## src/rtl/scan_seq.sv

```systemverilog
module scan_seq #(
  parameter int NUM_CHAINS = 2,
  parameter int CHAIN_LEN  = 3
) (
  input  logic                            clk,
  input  logic                            rst_n,
  input  logic                            test_mode,
  input  logic                            start,
  input  logic [1:0]                      mode,
  input  logic [NUM_CHAINS-1:0]           scan_in,
  input  logic                            func_in,
  output logic [NUM_CHAINS-1:0]           scan_out,
  output logic                            scan_en,
  output logic                            done,
  output logic [NUM_CHAINS*CHAIN_LEN-1:0] state_q
);
  localparam int W  = NUM_CHAINS * CHAIN_LEN;
  localparam int CW = (CHAIN_LEN > 1) ? $clog2(CHAIN_LEN) : 1;
  localparam logic [CW-1:0] LAST = CW'(CHAIN_LEN - 1);
  localparam logic [1:0] M_SA = 2'b00, M_LOS = 2'b01, M_LOC = 2'b10, M_NOCAP = 2'b11;

  typedef enum logic [2:0] {S_IDLE, S_LOAD, S_LAUNCH, S_CAPT, S_UNLOAD, S_DONE} st_t;

  st_t           st;
  logic [1:0]    mode_q;
  logic [CW-1:0] cnt;
  logic [W-1:0]  cells, next_d, shift_d;
  logic          clk_en;

  function automatic st_t phase_of(input logic [1:0] m);
    case (m)
      M_SA:    return S_CAPT;
      M_NOCAP: return S_UNLOAD;
      default: return S_LAUNCH;
    endcase
  endfunction

  for (genvar i = 0; i < W; i++) begin : g_ns
    if (i == 0) begin : g_pi
      assign next_d[i] = cells[(i+W-1)%W] ^ cells[(i+2)%W] ^ func_in;
    end else begin : g_np
      assign next_d[i] = cells[(i+W-1)%W] ^ cells[(i+2)%W];
    end
  end

  for (genvar c = 0; c < NUM_CHAINS; c++) begin : g_chain
    for (genvar k = 0; k < CHAIN_LEN; k++) begin : g_cell
      if (k == 0) begin : g_head
        assign shift_d[c*CHAIN_LEN] = scan_in[c];
      end else begin : g_body
        assign shift_d[c*CHAIN_LEN+k] = cells[c*CHAIN_LEN+k-1];
      end
    end
    assign scan_out[c] = cells[c*CHAIN_LEN+CHAIN_LEN-1];

    if (CHAIN_LEN > 1) begin : g_chk
      p_shift_r3: assert property (@(posedge clk) disable iff (!rst_n)
        scan_en |=> (cells[c*CHAIN_LEN] == $past(scan_in[c])) &&
                    (cells[c*CHAIN_LEN+CHAIN_LEN-1] == $past(cells[c*CHAIN_LEN+CHAIN_LEN-2])));
    end
  end

  always_comb begin
    scan_en = 1'b0;
    clk_en  = 1'b0;
    if (!test_mode) begin
      clk_en = 1'b1;
    end else begin
      case (st)
        S_LOAD, S_UNLOAD: begin scan_en = 1'b1; clk_en = 1'b1; end
        S_LAUNCH:         begin scan_en = (mode_q == M_LOS); clk_en = 1'b1; end
        S_CAPT:           clk_en = 1'b1;
        default:          ;
      endcase
    end
  end

  assign done    = test_mode && (st == S_DONE);
  assign state_q = cells;

  always_ff @(posedge clk or negedge rst_n) begin
    if (!rst_n) begin
      st     <= S_IDLE;
      cnt    <= '0;
      mode_q <= M_SA;
    end else if (!test_mode) begin
      st  <= S_IDLE;
      cnt <= '0;
    end else begin
      case (st)
        S_IDLE: if (start) begin
          mode_q <= mode;
          st     <= S_LOAD;
          cnt    <= '0;
        end
        S_LOAD: if (cnt == LAST) begin
          cnt <= '0;
          st  <= phase_of(mode_q);
        end else begin
          cnt <= cnt + 1'b1;
        end
        S_LAUNCH: st <= S_CAPT;
        S_CAPT: begin
          st  <= S_UNLOAD;
          cnt <= '0;
        end
        S_UNLOAD: if (cnt == LAST) begin
          cnt <= '0;
          st  <= S_DONE;
        end else begin
          cnt <= cnt + 1'b1;
        end
        S_DONE: if (start) begin
          mode_q <= mode;
          st     <= phase_of(mode);
        end else begin
          st <= S_IDLE;
        end
        default: st <= S_IDLE;
      endcase
    end
  end

  always_ff @(posedge clk or negedge rst_n) begin
    if (!rst_n) cells <= '0;
    else if (clk_en) cells <= scan_en ? shift_d : next_d;
  end

  p_func_r2: assert property (@(posedge clk) disable iff (!rst_n)
    !test_mode |=> cells == $past(next_d));

  p_capt_r4: assert property (@(posedge clk) disable iff (!rst_n)
    (test_mode && st == S_CAPT) |=> cells == $past(next_d));

  p_los_launch_r5: assert property (@(posedge clk) disable iff (!rst_n)
    (test_mode && st == S_LAUNCH && mode_q == M_LOS) |=> cells == $past(shift_d));

  p_mode_hold_r8: assert property (@(posedge clk) disable iff (!rst_n)
    (test_mode && st != S_IDLE && st != S_DONE) |=> $stable(mode_q));

  p_done_hold_r9: assert property (@(posedge clk) disable iff (!rst_n)
    done |=> cells == $past(cells));

  p_done_pulse_r9: assert property (@(posedge clk) disable iff (!rst_n)
    done |=> !done);

  p_b2b_r10: assert property (@(posedge clk) disable iff (!rst_n)
    (done && start) |=> (st != S_LOAD && st != S_IDLE));
endmodule

```

## config.mk

```make
export PLATFORM = sky130hd
export DESIGN_NAME = scan_seq
export DESIGN_NICKNAME = d
export VERILOG_FILES = /design/src/rtl/scan_seq.sv
export SDC_FILE = /design/constraint.sdc
export NUM_CORES = 1
export LEC_CHECK = 0
export ABC_CLOCK_PERIOD_IN_PS = 2300
export BUFFER_PORTS_ARGS = -buffer_cell sky130_fd_sc_hd__buf_2
export CORE_MARGIN = 5
export CORE_UTILIZATION = 35
export DETAILED_ROUTE_END_ITERATION = 7
export GPL_ROUTABILITY_DRIVEN = 0
export PLACE_DENSITY_LB_ADDON = 0.1
export SYNTH_ARGS = -nofsm -noshare
export SYNTH_HDL_FRONTEND = slang
export SYNTH_SLANG_ARGS = --single-unit
```

## constraint.sdc

```tcl
create_clock -name clk -period 2.3 [get_ports clk]
set_input_delay 0.115 -clock clk [delete_from_list [all_inputs] [get_ports clk]]
set_output_delay 0.115 -clock clk [all_outputs]
set_load 0.005 [all_outputs]
```

# [Word level (Yosys, flattened, before mapping)]
# Cells that the tools add are included.
[word_totals] reg_bits=13 inputBits=9 wordCells=49
[classes] addsub=1 eq_ne=13 muxes=17 bitwise_logic=4 n_reduce_logical=10
[op_table] operator="3-bit case mux with 6 select lines" n=1
[op_table] operator="3-bit 2-to-1 mux" n=5
[op_table] operator="3-bit case mux with 2 select lines" n=2
[op_table] operator="3-bit inequality test (second input constant)" n=3
[op_table] operator="2-bit == test (second input constant)" n=3
[op_table] operator="3-bit by 2-bit == test with 1-bit output (second input constant)" n=2
[op_table] operator="3-bit == test (second input constant)" n=2
[op_table] operator="2-bit 2-to-1 mux" n=3
[op_table] operator="6-bit 2-to-1 mux" n=1
[op_table] operator="2-bit case mux with 3 select lines" n=1
[op_table] operator="3-bit AND reduction" n=2
[op_table] operator="2-bit logical NOT" n=2
[op_table] operator="4-bit by 2-bit inequality test with 1-bit output (second input constant)" n=1
[op_table] operator="2-bit OR reduction" n=2
[op_table] operator="4-bit OR reduction" n=1
[op_table] operator="1-bit bitwise XOR" n=4
[op_table] operator="3-bit by 1-bit == test with 1-bit output (second input constant)" n=1
[op_table] operator="3-bit logical NOT" n=1
[op_table] operator="1-bit 2-to-1 mux" n=3
[op_table] operator="2-bit by 1-bit adder with 2-bit output (second input constant)" n=1
[op_table] operator="2-bit by 1-bit == test with 1-bit output (second input constant)" n=1
[op_table] operator="1-bit case mux with 2 select lines" n=1
[op_table] operator="2-bit AND reduction" n=1
[op_table] operator="1-bit logical AND" n=1

# [Longest topological paths before layout]
# Gate-level depths: netlist (run 1).
[depth] depth_word=5 depth_mapped=6 depth_no_buf=4

# [Worst setup path before layout (run 1)]
# No wires, ideal clock.
[synth_path] path_kind="register to register" startpoint="reg st[2]" endpoint="reg cells[3] (netlist: state_q[3])" setup_ns=0.126 arrival_ns=1.327 slack_ns=0.847 stages_incl_launch_ff=5 path_cell_list="dfrtp_1 -> buf_6 -> and2b_4 -> o311a_4 -> a221o_1"
[synth_via] elab_chain_len=5
[synth_rtl] item="start: declaration" line_no="24" rtl="st_t st;"
[synth_rtl] item="start signal: assignment" line_no="98" rtl="st <= phase_of(mode_q);"
[synth_rtl] item="start signal: assignment" line_no="115" rtl="st <= phase_of(mode);"
[synth_rtl] item="3-bit by 1-bit == test with 1-bit output / 3-bit == test (equally long branches)" line_no="69" rtl="case (st)"
[synth_rtl] item="2-bit OR reduction (no source line)"
[synth_rtl] item="1-bit case mux with 2 select lines *" line_no="69"
[synth_rtl] item="1-bit 2-to-1 mux *" line_no="66" rtl="if (!test_mode) begin"
[synth_rtl] item="named net scan_en" line_no="13" rtl="output logic scan_en,"
[synth_rtl] item="6-bit 2-to-1 mux *" line_no="126" rtl="else if (clk_en) cells <= scan_en ? shift_d : next_d;"
[synth_rtl] item="end signal: assignment" line_no="126"
[synth_rtl] item="end: declaration" line_no="27" rtl="logic [W-1:0] cells, next_d, shift_d;"
# Mark *: on every way through the listed nets, which the timed path passes. The rest lies on a longest branch.
# A chain may end at the register's enable or synchronous reset.

# [Final worst setup path (run 1)]
[layout_path] startpoint="reg st[0]" endpoint="out scan_en"
[layout_via] elab_chain_len=4
[layout_rtl] item="3-bit by 1-bit == test with 1-bit output / 3-bit == test (equally long branches)" line_no="69"
[layout_rtl] item="2-bit OR reduction (no source line)"
[layout_rtl] item="1-bit case mux with 2 select lines *" line_no="69"
[layout_rtl] item="1-bit 2-to-1 mux *" line_no="66"
[layout_rtl] item="end: declaration" line_no="13"
# Every way passes the cells marked *; elsewhere a longest branch is shown, timed or not.

==> results.md, run 1 <==
- After detailed routing, the number of remaining DRC violations is 0.
- At the pin with the least slew margin, the transition time is 0.822 ns.
- In the post-synthesis netlist, the biggest area contributors are dfrtp_1, mux2i_1, o221ai_1.
- In the final design database the tool counted 128 nets.
- The register-to-register path setup slack is between 0.4 and 0.5 ns.
- The fraction of layout cells with a size suffix above 1 is 25.4%.
- The netlist uses 43 different library cells.
- For the worst setup path, the data arrival time is 1.77 ns.
- The area enclosed by the die boundary is about 3900 um2.
- The fraction of the mapped netlist area in compound gates is 28.3%.
- During placement, the flow inserted port buffers numbering 18.
- Walking the worst path, the cells encountered are o21ai_0 -> o311a_4 -> buf_2.
- The total negative slack for setup checks is 0 ns.
- Setup repair after global routing left no endpoint under its margin.
- The share of the yosys chip area belonging to registers is about 33%.
- Summing all placed instances gives a cell area of 1030 um2.
- The via count of the first global-routing pass is 878.
- The total global routing overflow is 0.
- The type of the worst min-delay path is input port to register.
- Broken down by cell family, the worst path's largest delay share belongs to flip-flops.
- The cell sitting at the root of the clock tree is a clkbuf_4.
- The total count of max-transition violations in the final report is 0.
- The adder and majority cell fraction of the synthesized area is 0%.
- The multi-input combinational cell area is 558 um2.
- The later pin in the worst-skew pair is clocked with a latency of 0.27 ns.
- In this run the mean area of a mapped cell was 9.29 um2.
- The floorplan core area is 2710 um2.
- The synthesized cell area is 976 um2.
- Measured against its own limit, the worst slew margin works out to 45.2%.
- After detailed routing, the average wire length per cell comes to between 15 and 20 um.
- CTS built an H-tree with a depth of 1.
- The maximum clock rate is about 530 MHz.
- 0 antenna diodes ended up in the layout.
- Before antenna repair, the detailed router went through 4 iterations.
- The biggest area consumer among synthesized cells is dfrtp_1.
- After layout, the worst path uses around four fifths of the clock period.
- The proportion of netlist area held by the largest area contributor is 33.3%.
- The final antenna-violating net count is 0.
- The tree built by TritonCTS fans out to 13 sinks.
- The number of cells produced by synthesis is roughly 110.
- The fraction of the mapped netlist area in simple logic gates is 18.6%.
- The register bit count reported by yosys is 13.
- The dominant combinational cell family by area after synthesis is compound AO/OA/AOI/OAI gates.
- For this run, the total global-route usage over all layers was measured as around an eighth.
- Data on the critical path is required at its endpoint by 2.18 ns.
- For this block, the initial DRC count from the detailed router was 56.
- During I/O placement, the number of pins put on the boundary was 19.
- The final design instance area without fill is 1060 um2.
- The area growth from synthesis to layout is 8.97%.
- The number of antenna violations at the first check in global routing is 0.
- In this run the core area contains 19 standard-cell rows.
- The share of the synthesized netlist area taken by xor and xnor gates is between 2 and 3%.
- Across all hold checks on the routed design, the worst slack comes to ~0.095 ns.
- The kind of critical path is register to output pin.
- The routed design could run at a clock period as short as 1.88 ns.
- The first-pass GRT wire length is 4310 um.
- The run finished with clean final reports.
- The horizontal die dimension is ~63 um.
- The post-synthesis mux area share is 7.56%.
- Entering global routing, the biggest net connects 27 pins.
- The number of hold violations in the final report is 0.
- The Yosys step of the flow raised 0 warnings.
- The static leakage is 0.441 nW.
- The total area of sequential cells is 325 um2.
- IR analysis of the VDD net gives a maximum drop of around 0.67 mV.
- The total via count after detailed routing is approximately 900.
- The worst setup path is captured at an output pin.
- Of all nets on the critical path, the largest fanout is 26.
- Counting along the longest clock path gives a buffer depth of 2.
- The buffering stage count on the worst path with inverters included is 1.
- The net count of the mapped netlist is 114.
- The worst setup path is launched from a register.
- Max-cap violations in this run came to 0.
- Setup violations remaining at the end of the flow were counted as 0.
- The slowest cell on the critical path is dfrtp_1.
- The detailed placement HPWL is approximately 1800 um.
- The total CTS buffers is 3.
- For this block, the routed nets add up to approximately 2500 um of wire.
- The initial standard-cell utilization of the core is 36.0%.
- In this design, the stage delay of the slowest critical-path cell is 0.89 ns.
- The final cell utilization of the core is 39.2%.
- Gates resized during post-CTS repair numbered 0.
- Clock-pin slew was measured on the worst setup and hold paths at 0.09 ns.
- TritonCTS built the clock tree.
- The floorplan step set the die height to 62.8 um.
- The maximum clock skew at final layout is 0.00453 ns.
- Dividing total power by cell area gives a power density of between 1000 and 1500 nW/um2.
- The filler cells instantiated in the layout total 270.
- Dividing the detail-routed via count by the number of cells gives approximately 5.9.
[cells in the final DEF, fill, tap and decap left out, types with 2 or more instances in the layout]
master,n
a221oi_1,2
mux2_2,3
a22oi_1,2
o21ai_2,2
mux2i_1,4
xnor2_1,2
a21oi_1,6
o221ai_1,4
inv_1,3
clkbuf_4,3
nand2_1,6
nor2b_1,3
o311ai_0,3
dfrtp_1,13
nand3_1,3
nor2_1,9
a22o_1,2
buf_2,18
nand4_1,2
o21ai_0,5
[state kept, by name (all words and copies together) (netlist names)]
| register | count |
|---|---|
| mode_q | 2 |
| state_q | 6 |
| st | 3 |
| cnt | 2 |
[area by class of cell]
cell class                      count  area share, %
Inverter                            4           1.41
Multi-Input combinational cell     78           52.5
Tap cell                           31           3.65
Sequential cell                    13           30.6
Clock buffer                        4           2.47
Timing Repair Buffer               19           9.41
[worst reg2reg max path: stages (launching register included)]
cell and delay, ns:
dfrtp_1 0.89, nor2_1 0.17, o311ai_0 0.38, o221ai_1 0.18, a21oi_1 0.18
[report_power, final]
part | internal (mW) | switching (mW)
combinational | 0.342 | 0.307
clock | 0.0671 | 0.0791
sequential | 0.324 | 0.205
total | 0.733 | 0.591
[per-layer routing]
layer | GRT usage, % | share of wire (%)
met3 | 3.06 | 4.9
met4 | 6.37 | 1.6
met2 | 21.4 | 49
met5 | 0 | 0
met1 | 16.8 | 45
[Yosys cell counts]
cell	count
o2bb2ai_1	1
nor3b_1	1
o21ai_0	5
nand2b_1	1
clkbuf_1	1
a221oi_1	2
o211ai_2	1
o22ai_1	1
mux2i_1	4
nor2_1	9
nor4bb_1	1
nand2_1	6
a22o_1	2
nor4_1	1
o311ai_0	3
buf_6	3
o31ai_1	1
dfrtp_1	13
xnor2_1	2
or4b_1	1
a221o_1	1
inv_2	1
and2_1	1
a32o_1	1
buf_2	2
o311ai_1	1
buf_4	4
nor2b_1	3
and3_1	1
and2b_4	1
nand3_1	3
nand4_1	2
inv_1	3
a21boi_1	1
o221ai_1	4
xor2_1	1
a21oi_1	6
mux2_2	3
o311a_4	1
a22oi_1	2
and4_1	1
o21ai_2	2
nand3b_1	1
[what timing repair did]
item                      CTS  global route
hold endpoints to repair   13             0
hold buffers                1             0
setup buffers               0             0
[logic make-up after synthesis]
| logic type | count (synthesis) |
|---|---|
| xor+xnor | 3 |
| mux | 7 |
| flops | 13 |
| simple gates | 33 |
| buf+inv | 14 |
| compound gates | 35 |
[stage by stage]
step           instances  total power, mW  worst slack, ns
2_1_floorplan        105             1.03            0.847
3_3_place_gp         144             1.19            0.488
3_5_place_dp         144             1.18            0.443
4_1_cts              149             1.33            0.411
5_1_grt              149             1.45            0.279
6_report             149             1.32            0.418
[final timing paths]
path / end / cells after the start / start
max in group asynchronous: st[2] / 2 / rst_n
min in group asynchronous: state_q[3] / 2 / rst_n
worst min register to register: cnt[1] / 1 / cnt[0]
worst min-delay path: state_q[0] / 3 / scan_in[0]
worst max-delay path: scan_en / 3 / st[0]
worst max register to register: state_q[1] / 4 / st[0]
Power figures use the tool's default switching activity.
==> run 2: changes to the inputs <==
ABC_CLOCK_PERIOD_IN_PS = 1650   (was 2300)
clock period = 1.65 ns   (was 2.3 ns; I/O delays follow)
==> run 2 against run 1 <==
Effect of this change:
- routed wire length up 9.0%
- sequential power increased by 23%
- cell area increased by 11%
- utilization is 4.5 points higher
- highest routed layer unchanged
- power is 55% higher
- count of clock-buffer cells in the layout unchanged
==> results.md, run 2 (same netlist as run 1, synthesis figures left out) <==
- The run finished with clean final reports.
- Setup violations remaining at the end of the flow were counted as 0.
- The maximum clock skew at final layout is 0.00233 ns.
- Summing all multi-input logic gate instances after layout gives 588 um2.
- In this run the static leakage power is 0.497 nW.
- The routed design could run at a clock period as short as 1.60 ns.
- For this configuration, the core starts out at a cell density of 36.0%.
- Counting the fill cells in the layout gives just under 300.
- The library cells used most frequently in the layout, excluding fill and tap cells, are buf_2, dfrtp_1, nor2_1, buf_4.
- The sequential fraction of design power is 31.9%.
- The actual slew at the worst max-slew pin is approximately 0.38 ns.
- The internal power consumption is 1.16 mW.
- The type of the worst min-delay path is input port to register.
- Dividing total power by cell area gives a power density of 1730 nW/um2.
- The final layout contains routed wiring with a total length of 2710 um.
- CTS placed an instance of clkbuf_4 at the clock tree root.
- The number of rows in the core area is 19.
- The critical path goes through buf_4 -> o21ai_0 -> o311a_4 -> buf_2.
- The analysis attributes to net switching a power of 0.887 mW.
- Across the VDD grid, the largest voltage drop is roughly 0.77 mV.
- The number of hold violations in the final report is 0.
- The first-pass GRT wire length is 4480 um.
- The worst setup path is captured at an output pin.
- The worst pin sits at a relative slew slack of 74.7%.
- The combinational share of power is 58.3%.
- From left edge to right edge, the die measures around 63 um.
- The endpoint required time on the critical path is 1.57 ns.
- The critical path startpoint is st[1].
- The H-tree level count is 1.
- The delay of the slowest critical-path stage is 0.47 ns.
- The total CTS buffers is 3.
- The via density per instance is 5.93.
- The fraction of layout cells with a size suffix above 1 is between 30% and 40%.
- The overall track demand over capacity in global routing is 14.0%.
- The die covers 3940 um2.
- The final critical path takes up 96.7% of the cycle.
- Net switching is a little over two fifths of the power.
- Buffers added to address setup during post-CTS repair amount to 0.
- The number of primary I/O pins is 19.
- The critical path in this run is classified as register to output pin.
- The number of search-and-repair iterations in the first detailed-routing pass is 4.
- The total count of max-transition violations in the final report is 0.
- The arrival time of data at the critical path endpoint is 1.51 ns.
- The via count of the first global-routing pass came to roughly 950.
- The detailed placement HPWL is 1940 um.
- The largest individual stage delay along the critical path comes from the cell dfrtp_2.
- The clock transition at the register clock pins on the worst setup and hold paths after CTS is about 0.08 ns.
- The flip-flop count of the largest register after layout is 6.
- The routed layout has ~940 vias.
- The area of placed instances is roughly 1100 um2.
- The floorplan core area is 2710 um2.
- The die boundary height is 62.8 um.
- The most frequent standard cell in the layout excluding fill and tap cells is buf_2.
- For the final routed database, the setup TNS stands at 0 ns.
- On the critical path the largest part of the delay comes from flip-flops.
- The later pin in the worst-skew pair is clocked with a latency of 0.28 ns.
- The total overflow left after global routing is 0.
- The max-cap check violation count is 0.
- In this run the most critical hold path is launched from scan_in[1].
- The DRC violation count after routing is 0.
- The number of antenna violations at the first check in global routing is 0.
- The final layout net count is 138.
- Entering global routing, the biggest net connects 14 pins.
- TritonCTS built the clock tree.
- The diode insertion count for antenna repair is 0.
- The clock passes through at most 2 buffers.
- Across the whole layout, storage elements account for 329 um2.
- The largest fanout of any net on the critical path is 8.
- For this block, the initial DRC count from the detailed router was 57.
- With fillers left out, the area of the finished cells amounts to 1180 um2.
- In this run the remaining antenna-violating nets after routing total 0.
- Dividing the detail-routed wire length by the instance count gives roughly 17 um.
- Based on the critical path, the design can be clocked at up to 627 MHz.
- Compared with the post-synthesis result, the final layout area differs by 21.4%.
- The clock sink count is 13.
- The number of buffer cells added on primary ports is 18.
- Power comes to slightly above 2 mW.
- The clock network is responsible for under 10% of the overall power.
- The buffering stage count on the worst path with inverters included is 2.
- The kind of start point of the critical path is a register.
- The startpoint identified for the worst register-to-register timing path is st[2].
## run 2: changes by cell type in the layout (fill, tap and decap cells not counted), sizes merged
| cell | before | now |
|---|---|---|
| buf | 18 | 28 |
## run 2: power by group through the flow
stage | Clock (mW) | Combinational, mW | Sequential, mW
2_1_floorplan | 0 | 0.833 | 0.601
3_3_place_gp | 0 | 1.16 | 0.632
3_5_place_dp | 0 | 1.15 | 0.636
4_1_cts | 0.212 | 1.16 | 0.634
5_1_grt | 0.226 | 1.33 | 0.681
6_report | 0.201 | 1.19 | 0.653
## run 2: repair_timing
action | 4_1_cts | 5_1_grt
hold buffers | 1 | 0
hold endpoints to repair | 13 | 0
resized for setup | 0 | 8
setup endpoints to repair | 0 | 9
## run 2: area by class of cell
class                   count  share of cell area (%)
clock buffers               4                    2.22
inverters                   4                    1.27
multi-input cells          78                    49.6
flip-flops and latches     13                    27.8
well taps                  31                    3.27
repair buffers             29                    15.8
## run 2: path summary, 6_finish.rpt
kind,endpoint,slack (ns),depth (start not counted)
max,scan_en,0.05,4
min,state_q[3],0.04,2
max reg2reg,mode_q[1],0.10,4
min reg2reg,cnt[1],0.54,1
max in group asynchronous,st[2],1.16,2
min in group asynchronous,st[1],0.23,2
## run 2: layer usage
layer  global-route usage [%]  vias up  wire, um  part of all wire (%)
li1                         -      444         -                     -
met1                     16.4      461      1130                    42
met2                     23.6       36      1350                    50
met3                     4.86        2       202                   7.5
met4                     4.77        0        20                  0.74
met5                        0        -         0                     0
## run 2: worst register-to-register path: cells and delay by family (launching register included)
family	cells	cell delay [ns]
flip-flops	1	0.49
XOR/XNOR	1	0.18
multiplexers	1	0.33
buffers and inverters	1	0.18
AND/OR/NAND/NOR	1	0.25
## run 2: per-stage QoR
| step | utilization [%] | hold slack [ns] | setup slack [ns] | instances |
|---|---|---|---|---|
| 3_3_place_gp | 41.1 | -0.00282 | 0.0712 | 154 |
| 4_1_cts | 42.5 | 0.0369 | 0.00235 | 159 |
| 3_5_place_dp | 41.1 | -0.000332 | 0.0871 | 154 |
| 2_1_floorplan | - | -0.213 | 0.197 | 105 |
| 6_report | 43.7 | 0.0414 | 0.0549 | 159 |
| 5_1_grt | 43.7 | 0.0414 | -0.00425 | 159 |
==> run 3: changes to the inputs <==
==> constraint.sdc (replaced) <==
create_clock -name clk -period 1.65 [get_ports clk]
set_input_delay 0 -clock clk [delete_from_list [all_inputs] [get_ports clk]]
set_output_delay 0 -clock clk [all_outputs]
set_load 0.005 [all_outputs]
==> run 3 against run 2 <==
Effect of this change:
- fmax is 3.0% higher
- non-clock buffer count grew 5
- cell area rose by 3.1%
- routed wire length rose by 3.6%
- combinational power is essentially flat
- clock skew shrank 0.00076 ns
- sequential share of layout area decreased by 0.83 points
- clock power increased by 4%
- register-to-register slack about the same
- sequential power decreased by 1%
- largest cell class unchanged
==> results.md, run 3 (same netlist as run 1, synthesis figures left out) <==
- The maximum number of buffers from clock root to sink is 2.
- The number of antenna diodes in the final layout is 0.
- The initial utilization of the core area, before any placement, comes to 36.0%.
- The number of hold violations in the final report is 0.
- The TritonCTS clock tree is built.
- Setup repair after global routing left no endpoint under its margin.
- For the worst setup path, the data required time is around 1.9 ns.
- The via density per instance is 5.65.
- The detailed router finished its first iteration with 48 violations.
- The flip-flop count of the largest register after layout is 6.
- After detailed routing, the number of remaining DRC violations is 0.
- The number of antenna violations at the first check in global routing was 0.
- In the global route stage, overall resource usage came out at 15.0%.
- The total negative slack for setup checks is 0 ns.
- From synthesis to final layout, the design area changed by 25.1%.
- The total via count after detailed routing is ~930.
- The setup check on the worst reg-to-reg path leaves a slack of 0.10 ns.
- The maximum VDD drop is 0.846 mV.
- On the critical path, the stage with the largest delay is an instance of a221oi_2.
- Of the available clock period, the critical path in the final layout requires 93.9%.
- The worst hold slack after final layout is roughly 0.030 ns.
- The count of nets left with antenna violations once routing finished came out at 0.
- The routed design has 2810 um of wire.
- The number of rows in the core area is 19.
- At the pin with the least slew margin, the transition time is roughly 0.41 ns.
- The post-placement worst setup slack is between 0.05 and 0.06 ns.
- The post-route netlist has 36.1% of its cells at a drive strength greater than 1.
- Walking the worst path, the cells encountered are nor2b_1 -> o21ai_0 -> a221oi_2 -> a22o_1.
- The H-tree level count is 1.
- Input and output buffers added on the ports amount to 18.
- After layout, the minimum clock period comes to ~1.5 ns.
- The analysis attributes to cell leakage a power of 0.518 nW.
- The critical path is of the register to register type.
- Measured on the finished design, the core utilization comes to 45.1%.
- The largest single stage delay on the critical path is ~0.42 ns.
- The die is 62.8 um tall.
- The maximum clock skew at final layout is roughly 0.0016 ns.
- The via count of the first global-routing pass came to 968.
- The floorplan step defined a die boundary enclosing 3940 um2.
- The floorplan step defined a core boundary enclosing 2710 um2.
- At the worst endpoint, the arrival time is 1.77 ns.
- The latest clock arrival within the worst-skew pair is 0.28 ns.
- The first global-routing pass estimated 4810 um of wire.
- The most frequent standard cell in the layout excluding fill and tap cells is buf_2.
- The final layout net count is around 140.
- The clock transition at the register clock pins on the worst setup and hold paths after CTS is approximately 0.09 ns.
- The wire length per cell after detailed routing is 17.1 um.
- The endpoint kind of the worst setup timing path is a register.
- Across the run, the number of max-cap violations was 0.
- The top cell types in the final layout, fill and taps aside, are buf_2, dfrtp_1, nor2_1, buf_4.
- Setup slack on the critical path of the routed design comes to 0.101 ns.
- The total CTS buffers is 3.
- The run finished with clean final reports.
- The maximum number of pins on one net before global-route repair is 15.
- The horizontal die dimension is 62.8 um.
- The buffer type at the clock tree root is clkbuf_4.
- The kind of start point of the critical path is a register.
- The number of search-and-repair iterations in the first detailed-routing pass is 4.
- Summed over all layers, the global routing overflow is 0.
- The number of primary I/O pins is 19.
- Of all nets on the critical path, the largest fanout is 4.
- The total count of max-transition violations in the final report was 0.
- The maximum clock rate is roughly 650 MHz.
- The clock sink count is 13.
- In this run the power density over the cells is 1690 nW/um2.
- Measured against its own limit, the worst slew margin works out to between 70 and 80%.
- The min-delay analysis places its worst path in the category input port to register.
- The setup-violating endpoint count in the final report is 0.
- The HPWL after detailed placement is 2030 um.
[run 3: metrics by stage]
step	instances	power [mW]	area, um2
after CTS	162	2.02	1180
after floorplan	105	1.43	976
after global routing	164	2.27	1220
after detailed placement	153	1.80	1110
after global placement	153	1.78	1110
final	164	2.07	1220
[run 3: repair_timing]
item,CTS,global route
endpoints found under the setup margin,0,10
endpoints found under the hold margin,17,0
resized for setup,0,8
buffers inserted,0,2
hold buffers,5,0
[run 3: layer usage]
metal / GRT usage, % / up-vias / part of all wire (%)
met5: 0 / - / 0
met4: 5.84 / 0 / 1.6
met3: 3.60 / 4 / 4.3
met2: 23.7 / 20 / 49
met1: 19.5 / 448 / 45
li1: - / 455 / -
[run 3: area by class of cell]
cell class              instances  area [um2]
clock buffers                   4        26.3
fillers                       298        1490
inverters                       4        15.0
multi-input cells              78         579
flip-flops and latches         13         329
well taps                      31        38.8
repair buffers                 34         233
[run 3: worst paths after layout]
check                      startpoint    endpoint  cells past startpoint
max                            cnt[1]       st[0]                      4
min                           func_in  state_q[0]                      3
max reg2reg                    cnt[1]       st[0]                      4
min reg2reg                    cnt[0]      cnt[1]                      1
max in group asynchronous       rst_n       st[2]                      2
min in group asynchronous       rst_n  state_q[4]                      2
[run 3: critical path, delay by kind of cell (launching register included)]
| family | cells | cell delay [ns] |
|---|---|---|
| AOI/OAI and AO/OA | 3 | 0.79 |
| DFF | 1 | 0.39 |
| and+or+nand+nor | 1 | 0.31 |
[run 3: power by group]
part / switching, mW / internal (mW) / total, mW
registers: 0.189 / 0.458 / 0.646
logic: 0.597 / 0.618 / 1.21
clock network: 0.115 / 0.0937 / 0.209
